## src/rtl/cod_pkg.sv

```systemverilog
package cod_pkg;
    localparam int WORD_W  = 16;
    localparam int CMB_W   = 5;
    localparam int IDX_W   = 4;
    localparam int VAL_W   = 6;
    localparam int CLS_W   = 5;
    localparam int KIND_W  = 2;
    localparam int FMT_W   = 3;
    localparam int LOW_W   = 11;
    localparam int PAIR_BASE = 27;
    localparam int PAIR_BIAS = 5;
    localparam int CMB_HOLE  = 31;
    localparam int MAX_REG   = 11;

    typedef enum logic [KIND_W-1:0] {
        KIND_NONE = 2'd0,
        KIND_REG  = 2'd1,
        KIND_IMM  = 2'd2
    } kind_e;

    typedef enum logic [FMT_W-1:0] {
        FMT_RR      = 3'd0,
        FMT_RR_SWAP = 3'd1,
        FMT_IR      = 3'd2,
        FMT_DUP_R   = 3'd3,
        FMT_RI      = 3'd4,
        FMT_RB      = 3'd5,
        FMT_DUP_B   = 3'd6,
        FMT_RSVD    = 3'd7
    } fmt_e;
endpackage

```

## src/rtl/cod_tern_split.sv

```systemverilog
module cod_tern_split
    import cod_pkg::*;
(
    input  logic [LOW_W-1:0] low_bits,
    output logic             tern_ok,
    output logic [IDX_W-1:0] idx1,
    output logic [IDX_W-1:0] idx2,
    output logic [IDX_W-1:0] idx3
);
    logic [CMB_W-1:0] cmb;
    logic [CMB_W-1:0] rem9;
    logic [1:0]       d1, d2, d3;

    always_comb begin
        cmb     = low_bits[10:6];
        tern_ok = (int'(cmb) < PAIR_BASE);
        d3      = (cmb >= 5'd18) ? 2'd2 : (cmb >= 5'd9) ? 2'd1 : 2'd0;
        rem9    = cmb - 5'(9 * d3);
        d2      = (rem9 >= 5'd6) ? 2'd2 : (rem9 >= 5'd3) ? 2'd1 : 2'd0;
        d1      = 2'(rem9 - 5'(3 * d2));
        idx1    = {d1, low_bits[5:4]};
        idx2    = {d2, low_bits[3:2]};
        idx3    = {d3, low_bits[1:0]};
    end
endmodule

```

## src/rtl/cod_pair_split.sv

```systemverilog
module cod_pair_split
    import cod_pkg::*;
(
    input  logic [LOW_W-1:0] low_bits,
    output logic             pair_ok,
    output logic [IDX_W-1:0] idx1,
    output logic [IDX_W-1:0] idx2
);
    logic [CMB_W-1:0] cmb;
    logic [5:0]       rel;
    logic [1:0]       d1, d2;
    logic             in_hole;

    always_comb begin
        cmb     = low_bits[10:6];
        in_hole = low_bits[5] && (int'(cmb) == CMB_HOLE);
        pair_ok = (int'(cmb) >= PAIR_BASE) && !in_hole;
        rel     = {1'b0, cmb} + (low_bits[5] ? 6'(PAIR_BIAS) : 6'd0) - 6'(PAIR_BASE);
        d2      = (rel >= 6'd6) ? 2'd2 : (rel >= 6'd3) ? 2'd1 : 2'd0;
        d1      = 2'(rel - 6'(3 * d2));
        idx1    = {d1, low_bits[3:2]};
        idx2    = {d2, low_bits[1:0]};
    end
endmodule

```

## src/rtl/cod_bitpos_map.sv

```systemverilog
module cod_bitpos_map
    import cod_pkg::*;
(
    input  logic [IDX_W-1:0] code,
    output logic             map_ok,
    output logic [VAL_W-1:0] value
);
    always_comb begin
        map_ok = 1'b1;
        unique case (code)
            4'd0:                                     value = 6'd32;
            4'd1, 4'd2, 4'd3, 4'd4,
            4'd5, 4'd6, 4'd7, 4'd8:                   value = {2'b00, code};
            4'd9:                                     value = 6'd16;
            4'd10:                                    value = 6'd24;
            4'd11:                                    value = 6'd32;
            default: begin
                map_ok = 1'b0;
                value  = '0;
            end
        endcase
    end
endmodule

```

## src/rtl/cod_operand_decoder.sv

```systemverilog
module cod_operand_decoder
    import cod_pkg::*;
(
    input  logic [WORD_W-1:0] insn_word,
    input  logic [FMT_W-1:0]  fmt_sel,
    output logic              dec_valid,
    output logic              is_three,
    output logic [CLS_W-1:0]  cls_id,
    output logic [KIND_W-1:0] kind_a,
    output logic [KIND_W-1:0] kind_b,
    output logic [KIND_W-1:0] kind_c,
    output logic [VAL_W-1:0]  opnd_a,
    output logic [VAL_W-1:0]  opnd_b,
    output logic [VAL_W-1:0]  opnd_c
);
    localparam int N_SPLIT = 2;

    logic             pair_ok, tern_ok;
    logic [IDX_W-1:0] p1, p2, t1, t2, t3;
    logic [IDX_W-1:0] bp_code [N_SPLIT];
    logic             bp_ok   [N_SPLIT];
    logic [VAL_W-1:0] bp_val  [N_SPLIT];
    logic [CMB_W-1:0] opc;
    logic [CLS_W-1:0] fb_id;

    logic             c_valid, c_three;
    logic [CLS_W-1:0] c_cls;
    kind_e            c_ka, c_kb, c_kc;
    logic [VAL_W-1:0] c_a, c_b, c_c;

    cod_pair_split u_pair (
        .low_bits (insn_word[LOW_W-1:0]),
        .pair_ok  (pair_ok),
        .idx1     (p1),
        .idx2     (p2)
    );

    cod_tern_split u_tern (
        .low_bits (insn_word[LOW_W-1:0]),
        .tern_ok  (tern_ok),
        .idx1     (t1),
        .idx2     (t2),
        .idx3     (t3)
    );

    assign bp_code[0] = p2;
    assign bp_code[1] = t3;

    generate
        for (genvar gi = 0; gi < N_SPLIT; gi++) begin : g_bitpos
            cod_bitpos_map u_map (
                .code   (bp_code[gi]),
                .map_ok (bp_ok[gi]),
                .value  (bp_val[gi])
            );
        end
    endgenerate

    // Fallback class lookup: rank of the operation code among accepted codes.
    always_comb begin
        opc = insn_word[15:11];
        if (opc <= 5'h09)
            fb_id = opc + 5'd1;
        else if (opc >= 5'h10 && opc <= 5'h19)
            fb_id = opc - 5'd5;
        else
            fb_id = '0;
    end

    // Candidate operand assembly.
    always_comb begin
        c_valid = 1'b0;
        c_three = 1'b0;
        c_cls   = '0;
        c_ka    = KIND_NONE;
        c_kb    = KIND_NONE;
        c_kc    = KIND_NONE;
        c_a     = '0;
        c_b     = '0;
        c_c     = '0;
        if (pair_ok) begin
            c_valid = 1'b1;
            unique case (fmt_e'(fmt_sel))
                FMT_RR: begin
                    c_ka = KIND_REG; c_a = {2'b00, p1};
                    c_kb = KIND_REG; c_b = {2'b00, p2};
                end
                FMT_RR_SWAP: begin
                    c_ka = KIND_REG; c_a = {2'b00, p2};
                    c_kb = KIND_REG; c_b = {2'b00, p1};
                end
                FMT_IR: begin
                    c_ka = KIND_IMM; c_a = {2'b00, p1};
                    c_kb = KIND_REG; c_b = {2'b00, p2};
                end
                FMT_DUP_R: begin
                    c_ka = KIND_REG; c_a = {2'b00, p1};
                    c_kb = KIND_REG; c_b = {2'b00, p1};
                    c_kc = KIND_REG; c_c = {2'b00, p2};
                end
                FMT_RI: begin
                    c_ka = KIND_REG; c_a = {2'b00, p1};
                    c_kb = KIND_IMM; c_b = {2'b00, p2};
                end
                FMT_RB: begin
                    c_ka = KIND_REG; c_a = {2'b00, p1};
                    c_kb = KIND_IMM; c_b = bp_val[0];
                    c_valid = bp_ok[0];
                end
                FMT_DUP_B: begin
                    c_ka = KIND_REG; c_a = {2'b00, p1};
                    c_kb = KIND_REG; c_b = {2'b00, p1};
                    c_kc = KIND_IMM; c_c = bp_val[0];
                    c_valid = bp_ok[0];
                end
                FMT_RSVD: c_valid = 1'b0;
            endcase
        end else if (tern_ok && fb_id != '0) begin
            c_valid = 1'b1;
            c_three = 1'b1;
            c_cls   = fb_id;
            c_ka    = KIND_REG; c_a = {2'b00, t1};
            c_kb    = KIND_REG; c_b = {2'b00, t2};
            c_kc    = KIND_REG; c_c = {2'b00, t3};
            case (opc)
                5'h00, 5'h01, 5'h12, 5'h13, 5'h16: c_kc = KIND_IMM;
                5'h14, 5'h15: begin
                    c_kc    = KIND_IMM;
                    c_c     = bp_val[1];
                    c_valid = bp_ok[1];
                end
                5'h17: c_ka = KIND_IMM;
                default: ;
            endcase
        end
    end

    // Output gating: an invalid decode presents all zeros.
    always_comb begin
        dec_valid = c_valid;
        is_three  = c_valid & c_three;
        cls_id    = c_valid ? c_cls : '0;
        kind_a    = c_valid ? c_ka  : KIND_NONE;
        kind_b    = c_valid ? c_kb  : KIND_NONE;
        kind_c    = c_valid ? c_kc  : KIND_NONE;
        opnd_a    = c_valid ? c_a   : '0;
        opnd_b    = c_valid ? c_b   : '0;
        opnd_c    = c_valid ? c_c   : '0;
    end

    always_comb begin

        zero_when_bad_chk: assert (dec_valid || ({is_three, cls_id, kind_a, kind_b, kind_c,
                                                  opnd_a, opnd_b, opnd_c} == '0));

        three_low_cmb_chk: assert (!is_three || int'(insn_word[10:6]) < PAIR_BASE);

        pair_high_cmb_chk: assert (!(dec_valid && !is_three) || int'(insn_word[10:6]) >= PAIR_BASE);

        cls_with_three_chk: assert ((cls_id != '0) == is_three);

        reg_in_range_chk: assert ((kind_a != KIND_REG || int'(opnd_a) <= MAX_REG) &&
                                  (kind_b != KIND_REG || int'(opnd_b) <= MAX_REG) &&
                                  (kind_c != KIND_REG || int'(opnd_c) <= MAX_REG));
    end
endmodule

```

## config.mk

```make
export PLATFORM = sky130hd
export DESIGN_NAME = cod_operand_decoder
export DESIGN_NICKNAME = d
export VERILOG_FILES = /design/src/rtl/cod_pkg.sv /design/src/rtl/cod_tern_split.sv /design/src/rtl/cod_pair_split.sv /design/src/rtl/cod_bitpos_map.sv /design/src/rtl/cod_operand_decoder.sv
export SDC_FILE = /design/constraint.sdc
export NUM_CORES = 1
export LEC_CHECK = 0
export ABC_AREA = 1
export BUFFER_PORTS_ARGS = -buffer_cell sky130_fd_sc_hd__buf_4
export CAP_MARGIN = 25
export CELL_PAD_IN_SITES_DETAIL_PLACEMENT = 1
export CELL_PAD_IN_SITES_GLOBAL_PLACEMENT = 2
export CORE_MARGIN = 10
export CORE_UTILIZATION = 24
export DETAILED_ROUTE_END_ITERATION = 6
export GPL_ROUTABILITY_DRIVEN = 0
export PLACE_DENSITY = 0.76
export SLEW_MARGIN = 25
export SYNTH_ARGS = -nofsm -noshare
export SYNTH_HDL_FRONTEND = slang
export SYNTH_HIERARCHICAL = 1
export SYNTH_SLANG_ARGS = --single-unit
```

## constraint.sdc

```tcl
create_clock -name vclk -period 2.83
set_input_delay 0.1415 -clock vclk [all_inputs]
set_output_delay 0.1415 -clock vclk [all_outputs]
set_load 0.02 [all_outputs]
```

== After elaboration in Yosys (flattened, before gate mapping) ==
Index checks and enable logic that the tools add are counted.
Storage, ports and cells
  flip-flop bits (word level): 0
  input bits: 19
  output and inout bits: 31
  logic and storage cells: 133
Cells by class
  $add $sub $neg: 7
  multipliers: 3
  $lt $le $gt $ge: 11
  equal/unequal tests: 37
  muxes and demuxes: 49
  bitwise logic cells: 1
  reduce and logical (&&, ||, !) cells: 25
Operators by type and width (number)
  $mux W6: 8
  $pmux W6 S4: 2
  $eq A4 B3 Y1 const B: 8
  $eq A4 B4 Y1 const B: 8
  $eq A5 B5 Y1 const B: 6
  $mux W2: 13
  $mux W5: 5
  $reduce_or A12 Y1: 2
  $pmux W6 S3: 1
  $eq A4 B2 Y1 const B: 4
  $reduce_or A8 Y1: 2
  $ge A5 B5 Y1 const B: 3
  $eq A3 B3 Y1 const B: 4
  $pmux W2 S2: 3
  $pmux W6 S2: 1
  $reduce_or A6 Y1: 2
  $mux W1: 11
  $eq A5 B1 Y1 const B: 2
  $reduce_or A2 Y1: 5
  $eq A4 B1 Y1 const B: 2
  $logic_not A4 Y1: 2
  $mux W4: 2
  $pmux W4 S2: 1
  $reduce_or A7 Y1: 1
  28 further kinds: 35

== Longest topological paths before layout ==
Gate-level depths: netlist (run 1).
  depth in word-level cells: 13
  mapped depth: 24
  gate-level depth less buffers: 24

== By module ==
The synthesis (run 1) kept the hierarchy.
Modules (own cells, without submodules)
  cod_operand_decoder: times used 1, cells each 241, area each 1181.1 um2, sequential area each 0.0 um2
  cod_tern_split: times used 1, cells each 58, area each 362.8 um2, sequential area each 0.0 um2
  cod_pair_split: times used 1, cells each 40, area each 234.0 um2, sequential area each 0.0 um2
  cod_bitpos_map: times used 2, cells each 18, area each 75.1 um2, sequential area each 0.0 um2

== Worst setup path after synthesis (run 1) ==
Ideal clock, no wire load.
  path kind: input-to-output
  from: input port insn_word[8]
  to: output port opnd_a[3]
  arrival: 2.953 ns
  required time: 2.689 ns
  path slack: -0.264 ns
  stages: 21
  buffers on the path: 0
  cell sequence: nor2_2 o21ai_1 o21ai_0 ha_1 inv_1 fa_1 nor2_1 nand3b_1 nand2_1 nand2_1 nand2_1 nand2_2 nor2_1 ha_1 xor2_1 nand3_1 nand2_1 nand3_1 nand2_1 nand2_1 inv_1
Between the ends
  elaborated cells on any way between the ends: 63
  those cells by class: add/sub (5); mul (3); order compare (8); eq/ne (23); mux (16); reduce/logical (8)
RTL lines
  start: declaration: line cod_operand_decoder.sv:4  | input logic [WORD_W-1:0] insn_word,
  $ge A5 B5 Y1: line cod_tern_split.sv:17  | d3 = (cmb >= 5'd18) ? 2'd2 : (cmb >= 5'd9) ? 2'd1 : 2'd0;
  $mux W2: line cod_tern_split.sv:17
  via t3[3]: line cod_operand_decoder.sv:19  | logic [IDX_W-1:0] p1, p2, t1, t2, t3;
  $mul A4 B2 Y5: line cod_tern_split.sv:18  | rem9 = cmb - 5'(9 * d3);
  $sub A5 B5 Y5: line cod_tern_split.sv:18
  $ge A5 B3 Y1: line cod_tern_split.sv:19  | d2 = (rem9 >= 5'd6) ? 2'd2 : (rem9 >= 5'd3) ? 2'd1 : 2'd0;
  $mux W2: line cod_tern_split.sv:19
  via t2[3]: line cod_operand_decoder.sv:19
  $mul A1 B2 Y2: line cod_tern_split.sv:20  | d1 = 2'(rem9 - 5'(3 * d2));
  $sub A2 B2 Y2: line cod_tern_split.sv:20
  via t1[3]: line cod_operand_decoder.sv:19
  $mux W4: line cod_operand_decoder.sv:118  | end else if (tern_ok && fb_id != '0) begin
  $mux W6: line cod_operand_decoder.sv:81  | if (pair_ok) begin
  $mux W6: line cod_operand_decoder.sv:146  | opnd_a = c_valid ? c_a : '0;
  end: declaration: line cod_operand_decoder.sv:12  | output logic [VAL_W-1:0] opnd_a,
The timed path passes the listed nets, and every way through them passes these cells.

== Worst setup path in the final report (run 1) ==
Ends and elaborated chain as after synthesis.

==> reports/qor.txt, run 1 <==
XOR/XNOR Fraction of Synth Area: 2.726%
critical path fanouts, max: 4
initial DRC count: 65
cell mode on critical path: nand2_1
Peak VDD IR: 0.0001423 V
register area share after synthesis: 0%
commonest non-fill, non-tap cell in the layout: nand2_1
Compound-Gate Fraction of Synth Area: 12.39%
mux share of post-synthesis cell area: 0%
Critical path buffers and inverters: 4
Routed Antenna Nets: 0
Final nets: 474
Area Overhead vs Synth: 41.47%
final hold viol count: 0
# clk buffers: 0
GRT Resource Usage Total: 10.48%
RSZ-0062 raised after global routing: yes
clock share of power: 0%
Pleak: 1.587 nW
vias per inst: 4.414
Die X-Extent: 109.6 µm
Inst Count DP: 528
CP startpoint kind: primary input
mean post-synth cell area: 5.142 µm²
WL per Instance: 12.50 µm
worst hold slack: 0.7017 ns
Largest stage delay, worst path: 0.38 ns
failing checks: negative setup slack
Core Box Area: 7767 µm²
Rows: 32
First-pass DRT Iterations: 4
largest net degree at the start of global routing: 21
commonest non-fill, non-tap cells in the layout: 112 x nand2_1, 76 x buf_4, 56 x inv_1
sequential power share: 0%
CP endpoint kind: primary output
mapped cell area: 1928 µm²
Inserted Diodes: 0
max-slew violation count: 0
setup ws final: -0.05403 ns
post-route DRC violation count: 0
internal power: 0.2914 mW
Max Cap Viol: 0
Hold-fix buffers, CTS: 0
chip height: 109.6 µm
Logic pwr share: 100.0%
Final min period: 2.884 ns
Synth area leader: nand2_1
CP Class: primary input to primary output
critical path's slowest cell: fa_2
vias post-DR: 2375
Port Buffers: 48
cell family with the largest share of critical-path delay: simple AND/OR/NAND/NOR gates
vias in the first global route: 2365
run status: complete, but fails checks
number of top-level pins: 50
post-synthesis cell type count: 38
Reg area: 0 µm²
CP required: 2.69 ns
hpwl dp: 5451 µm
CP arrival: 2.74 ns
worst hold-check path type: primary input to primary output
P_sw: 0.3977 mW
Synth Area in Adders: 11.42%
top-area cell type share of the netlist area: 22.39%
fillers: 1091
largest family of logic cells by synthesized area: simple AND/OR/NAND/NOR gates
area of the multi-input gates: 1668 µm²
Cell Count, Final, Fillers Out: 538
synth top area cells: nand2_1 22%, inv_1 12%, ha_1 10%, nand3_1 9.9%, nor2_1 5.6%
Initial Util: 24.82%
PD cells: 252.7 nW/µm²
Cells after Synth: 375
Final setup viols: 1
final WL: 6723 µm
num sequential: 0
sw frac: 57.71%
period utilisation layout: 101.9%
first-pass GRT wire length: 10850 µm
Synth Area in Simple Gates: 50.94%
Remaining Overflow, GRT: 0
fmax: 0.3467 GHz
share of cells above drive strength 1: 35.78%
initial antenna violation count: 0
yosys warns: 6
Die ar.: 12020 µm²
critical path cell sequence: buf_8 -> nor2_4 -> o21ai_2 -> o21ai_2 -> ha_4 -> inv_4 -> fa_2 -> xnor2_1 -> nand2_1 -> nand2_2 -> nor2_4 -> nand2_2 -> nor2_4 -> ha_4 -> xor2_2 -> nand3_1 -> nand2_1 -> nand3_1 -> nand2_1 -> nand2_1 -> inv_2 -> buf_6
## metrics by stage
stage               utilization [%]  setup TNS [ns]  instance area, µm²  worst slack [ns]  total power [mW]
global route                  35.12         -0.4545                2728           -0.2869            0.7723
floorplan                         -               0                1939           0.04706            0.4049
finish                        35.12        -0.05403                2728          -0.05403            0.6891
CTS                           32.38        -0.03834                2515          -0.03834            0.6444
detailed placement            31.73         -0.3346                2465           -0.3025            0.6156
global placement              31.73         -0.2003                2465           -0.2003            0.6095
## worst paths after layout
path  slack (ns)  depth (start not counted)   endpoint    startpoint
max        -0.05                         22  opnd_a[3]  insn_word[8]
min         0.70                          6  opnd_a[0]  insn_word[4]
## cell type report
type                            count  area share [%]
Inverter                           76           10.64
Multi-Input combinational cell    278           61.15
Timing Repair Buffer               82           23.53
Tap cell                          102           4.679
## cell usage after synthesis
master and number:
a22oi_1 4, nand2_2 14, nor2_2 5, a21oi_4 1, inv_1 63, nand3b_1 1, nand4_1 2, o21ai_4 1
a21o_2 1, o21ai_0 10, nand3_4 2, buf_6 1, or2_4 1, inv_2 11, nor3b_1 2, nor2_1 29
buf_2 3, clkbuf_1 5, nand3_2 1, o31ai_1 1, nor2_4 2, ha_1 16, clkinv_1 1, o21a_1 1
nand3_1 38, conb_1 1, xnor2_1 3, buf_4 13, nand2_1 115, nor3_1 2, a21oi_1 12, o211ai_1 1
xor2_1 3, o22ai_1 4, nand2_4 1, inv_4 1, o21ai_1 2, fa_1 1
## tightest hold or removal path, cell delays in order
cell and delay (ns):
buf_4 0.08, nand3_1 0.06, nand2_1 0.06, nand2_1 0.05, inv_1 0.04, buf_4 0.13
## metal layers
layer  track usage (%)  wire length, µm  vias to the layer above
met5                 0                0                        -
met4            0.5576               40                        0
met3             1.170              261                        2
met2             18.36             3232                       30
met1             14.05             3190                     1082
li1                  -                -                     1261
## kinds of logic (layout without fill, tap and decap cells)
| logic type | count (synthesis) | after routing |
|---|---|---|
| simple gates | 215 | 215 |
| buf+inv | 98 | 158 |
| compound gates | 38 | 38 |
| fa+ha+maj | 17 | 17 |
| xor+xnor | 6 | 6 |
| other cells | 1 | 2 |
## repair_timing
action,4_1_cts,5_1_grt
gates cloned,0,0
endpoints found under the setup margin,2,20
setup buffers,0,10
resized for setup,14,34
pin swaps,9,34
## power groups by stage
| stage | Sequential (mW) | Combinational, mW | Clock (mW) |
|---|---|---|---|
| 2_1_floorplan | 0 | 0.405 | 0 |
| 3_3_place_gp | 0 | 0.609 | 0 |
| 3_5_place_dp | 0 | 0.616 | 0 |
| 4_1_cts | 0 | 0.644 | 0 |
| 5_1_grt | 0 | 0.772 | 0 |
| 6_report | 0 | 0.689 | 0 |
No activity file was read; power rests on OpenSTA's default activity.
==> inputs of run 2 (changes only) <==
SETUP_SLACK_MARGIN = 0.4   (was not set)
==> run 2 against run 1 <==
Compared with the run above:
- maximum frequency fell by 1.5%
- worst hold slack improved by 0.0081 ns
- the flow still finishes with violations (negative setup slack)
- worst setup slack got worse by 0.045 ns
- final area rose by 22%
- first-iteration DRC count fell by 35%
- clock-buffer cell count did not move
==> reports/qor.txt, run 2 (synthesis gave the netlist of run 1 again) <==
vias per inst: 4.573
period utilisation layout: 103.5%
number of top-level pins: 50
Largest stage delay, worst path: 0.37 ns
post-route DRC violation count: 0
setup tns final: -0.1981 ns
num sequential: 0
First-pass DRT Iterations: 4
cell area after layout: 3318 µm²
Die ar.: 12020 µm²
CP arrival: 2.79 ns
CP startpoint kind: primary input
max-slew violation count: 0
Die X-Extent: 109.6 µm
failing checks: negative setup slack
first-pass GRT wire length: 12030 µm
PD cells: 269.5 nW/µm²
commonest non-fill, non-tap cells in the layout: 92 x nand2_1, 59 x buf_4, 45 x inv_1
critical path cell sequence: buf_8 -> nor2_4 -> o21ai_4 -> o21ai_4 -> ha_2 -> inv_2 -> fa_2 -> nor2_2 -> nand3b_1 -> buf_4 -> nand3_4 -> nand2_4 -> nand2_4 -> nor2_4 -> ha_4 -> xor2_2 -> nand3_1 -> nand2_1 -> nand3_1 -> nand2_1 -> nand2_1 -> inv_2 -> buf_6
CP Class: primary input to primary output
commonest non-fill, non-tap cell in the layout: nand2_1
run status: complete, but fails checks
Port Buffers: 48
Peak VDD IR: 0.0001441 V
Core Box Area: 7767 µm²
setup ws final: -0.09943 ns
critical path's slowest cell: fa_2
initial DRC count: 42
Initial Util: 24.82%
Inserted Diodes: 0
Max Cap Viol: 0
share of cells above drive strength 1: 47.90%
critical path fanouts, max: 4
CP required: 2.69 ns
CP endpoint kind: primary output
# clk buffers: 0
Pleak: 1.777 nW
chip height: 109.6 µm
Final setup viols: 2
Remaining Overflow, GRT: 0
Area Overhead vs Synth: 72.10%
Routed Antenna Nets: 0
Reg area: 0 µm²
RSZ-0062 raised after global routing: yes
Rows: 32
Final nets: 491
dpl cell area: 2491 µm²
cell mode on critical path: nand2_1
GRT Resource Usage Total: 11.68%
worst hold-check path type: primary input to primary output
initial antenna violation count: 0
Critical path buffers and inverters: 5
vias post-DR: 2538
WL per Instance: 13.55 µm
final hold viol count: 0
Cell Count, Final, Fillers Out: 555
Inst Count DP: 526
final WL: 7521 µm
vias in the first global route: 2590
Final min period: 2.929 ns
hpwl dp: 5552 µm
cell family with the largest share of critical-path delay: simple AND/OR/NAND/NOR gates
Hold-fix buffers, CTS: 0
largest net degree at the start of global routing: 20
fmax: 0.3414 GHz
## run 2: cell types whose count changed in the layout (fill, tap and decap cells not counted), sizes merged
cell   previous run  this run
buf              82        96
nand2           130       133
## run 2: path summary, 6_finish.rpt
path    startpoint   endpoint  slack, ns  depth (start not counted)
max   insn_word[8]  opnd_a[3]       -0.1                         23
min   insn_word[3]  opnd_b[1]       0.71                          6
## run 2: power by group
group          leakage, nW  internal [mW]  switching (mW)  total (mW)
Clock                    0              0               0           0
Sequential               0              0               0           0
Combinational         1.78          0.396           0.498       0.894
Total                 1.78          0.396           0.498       0.894
## run 2: cell type report
| type | count | area, µm² |
|---|---|---|
| tap | 102 | 127.6 |
| fill | 1035 | 4449 |
| inverter | 76 | 307.8 |
| multi-input combinational | 281 | 1999 |
| timing repair buffer | 96 | 883.3 |
## run 2: worst min-delay path: stages
cell and delay (ns):
buf_4 0.09, nand3_1 0.07, nand2_1 0.07, nand2_2 0.05
inv_2 0.05, buf_6 0.10
## run 2: metal layers
layer	track usage (%)	vias to the layer above	routed length [µm]
li1	-	1302	-
met1	13.86	1180	3145
met2	22.79	54	3971
met3	1.521	2	399
met4	0.1859	0	4
met5	0	-	0
## run 2: stage by stage
step / worst slack [ns] / power, mW / util, % / hold WS (ns)
after global placement: -0.03268 / 0.6130 / 32.07 / 0.6832
after CTS: -0.1292 / 0.7905 / 38.27 / 0.6987
after floorplan: 0.2467 / 0.4158 / - / 0.4362
final: -0.09943 / 0.8943 / 42.72 / 0.7097
after detailed placement: -0.2292 / 0.6246 / 32.07 / 0.7067
after global routing: -0.3083 / 0.9803 / 42.72 / 0.7465
## run 2: what timing repair did
item / 4_1_cts / 5_1_grt
setup endpoints to repair: 23 / 23
cloned: 2 / 1
buffers inserted: 15 / 11
resized for setup: 94 / 57
pin swaps: 40 / 40
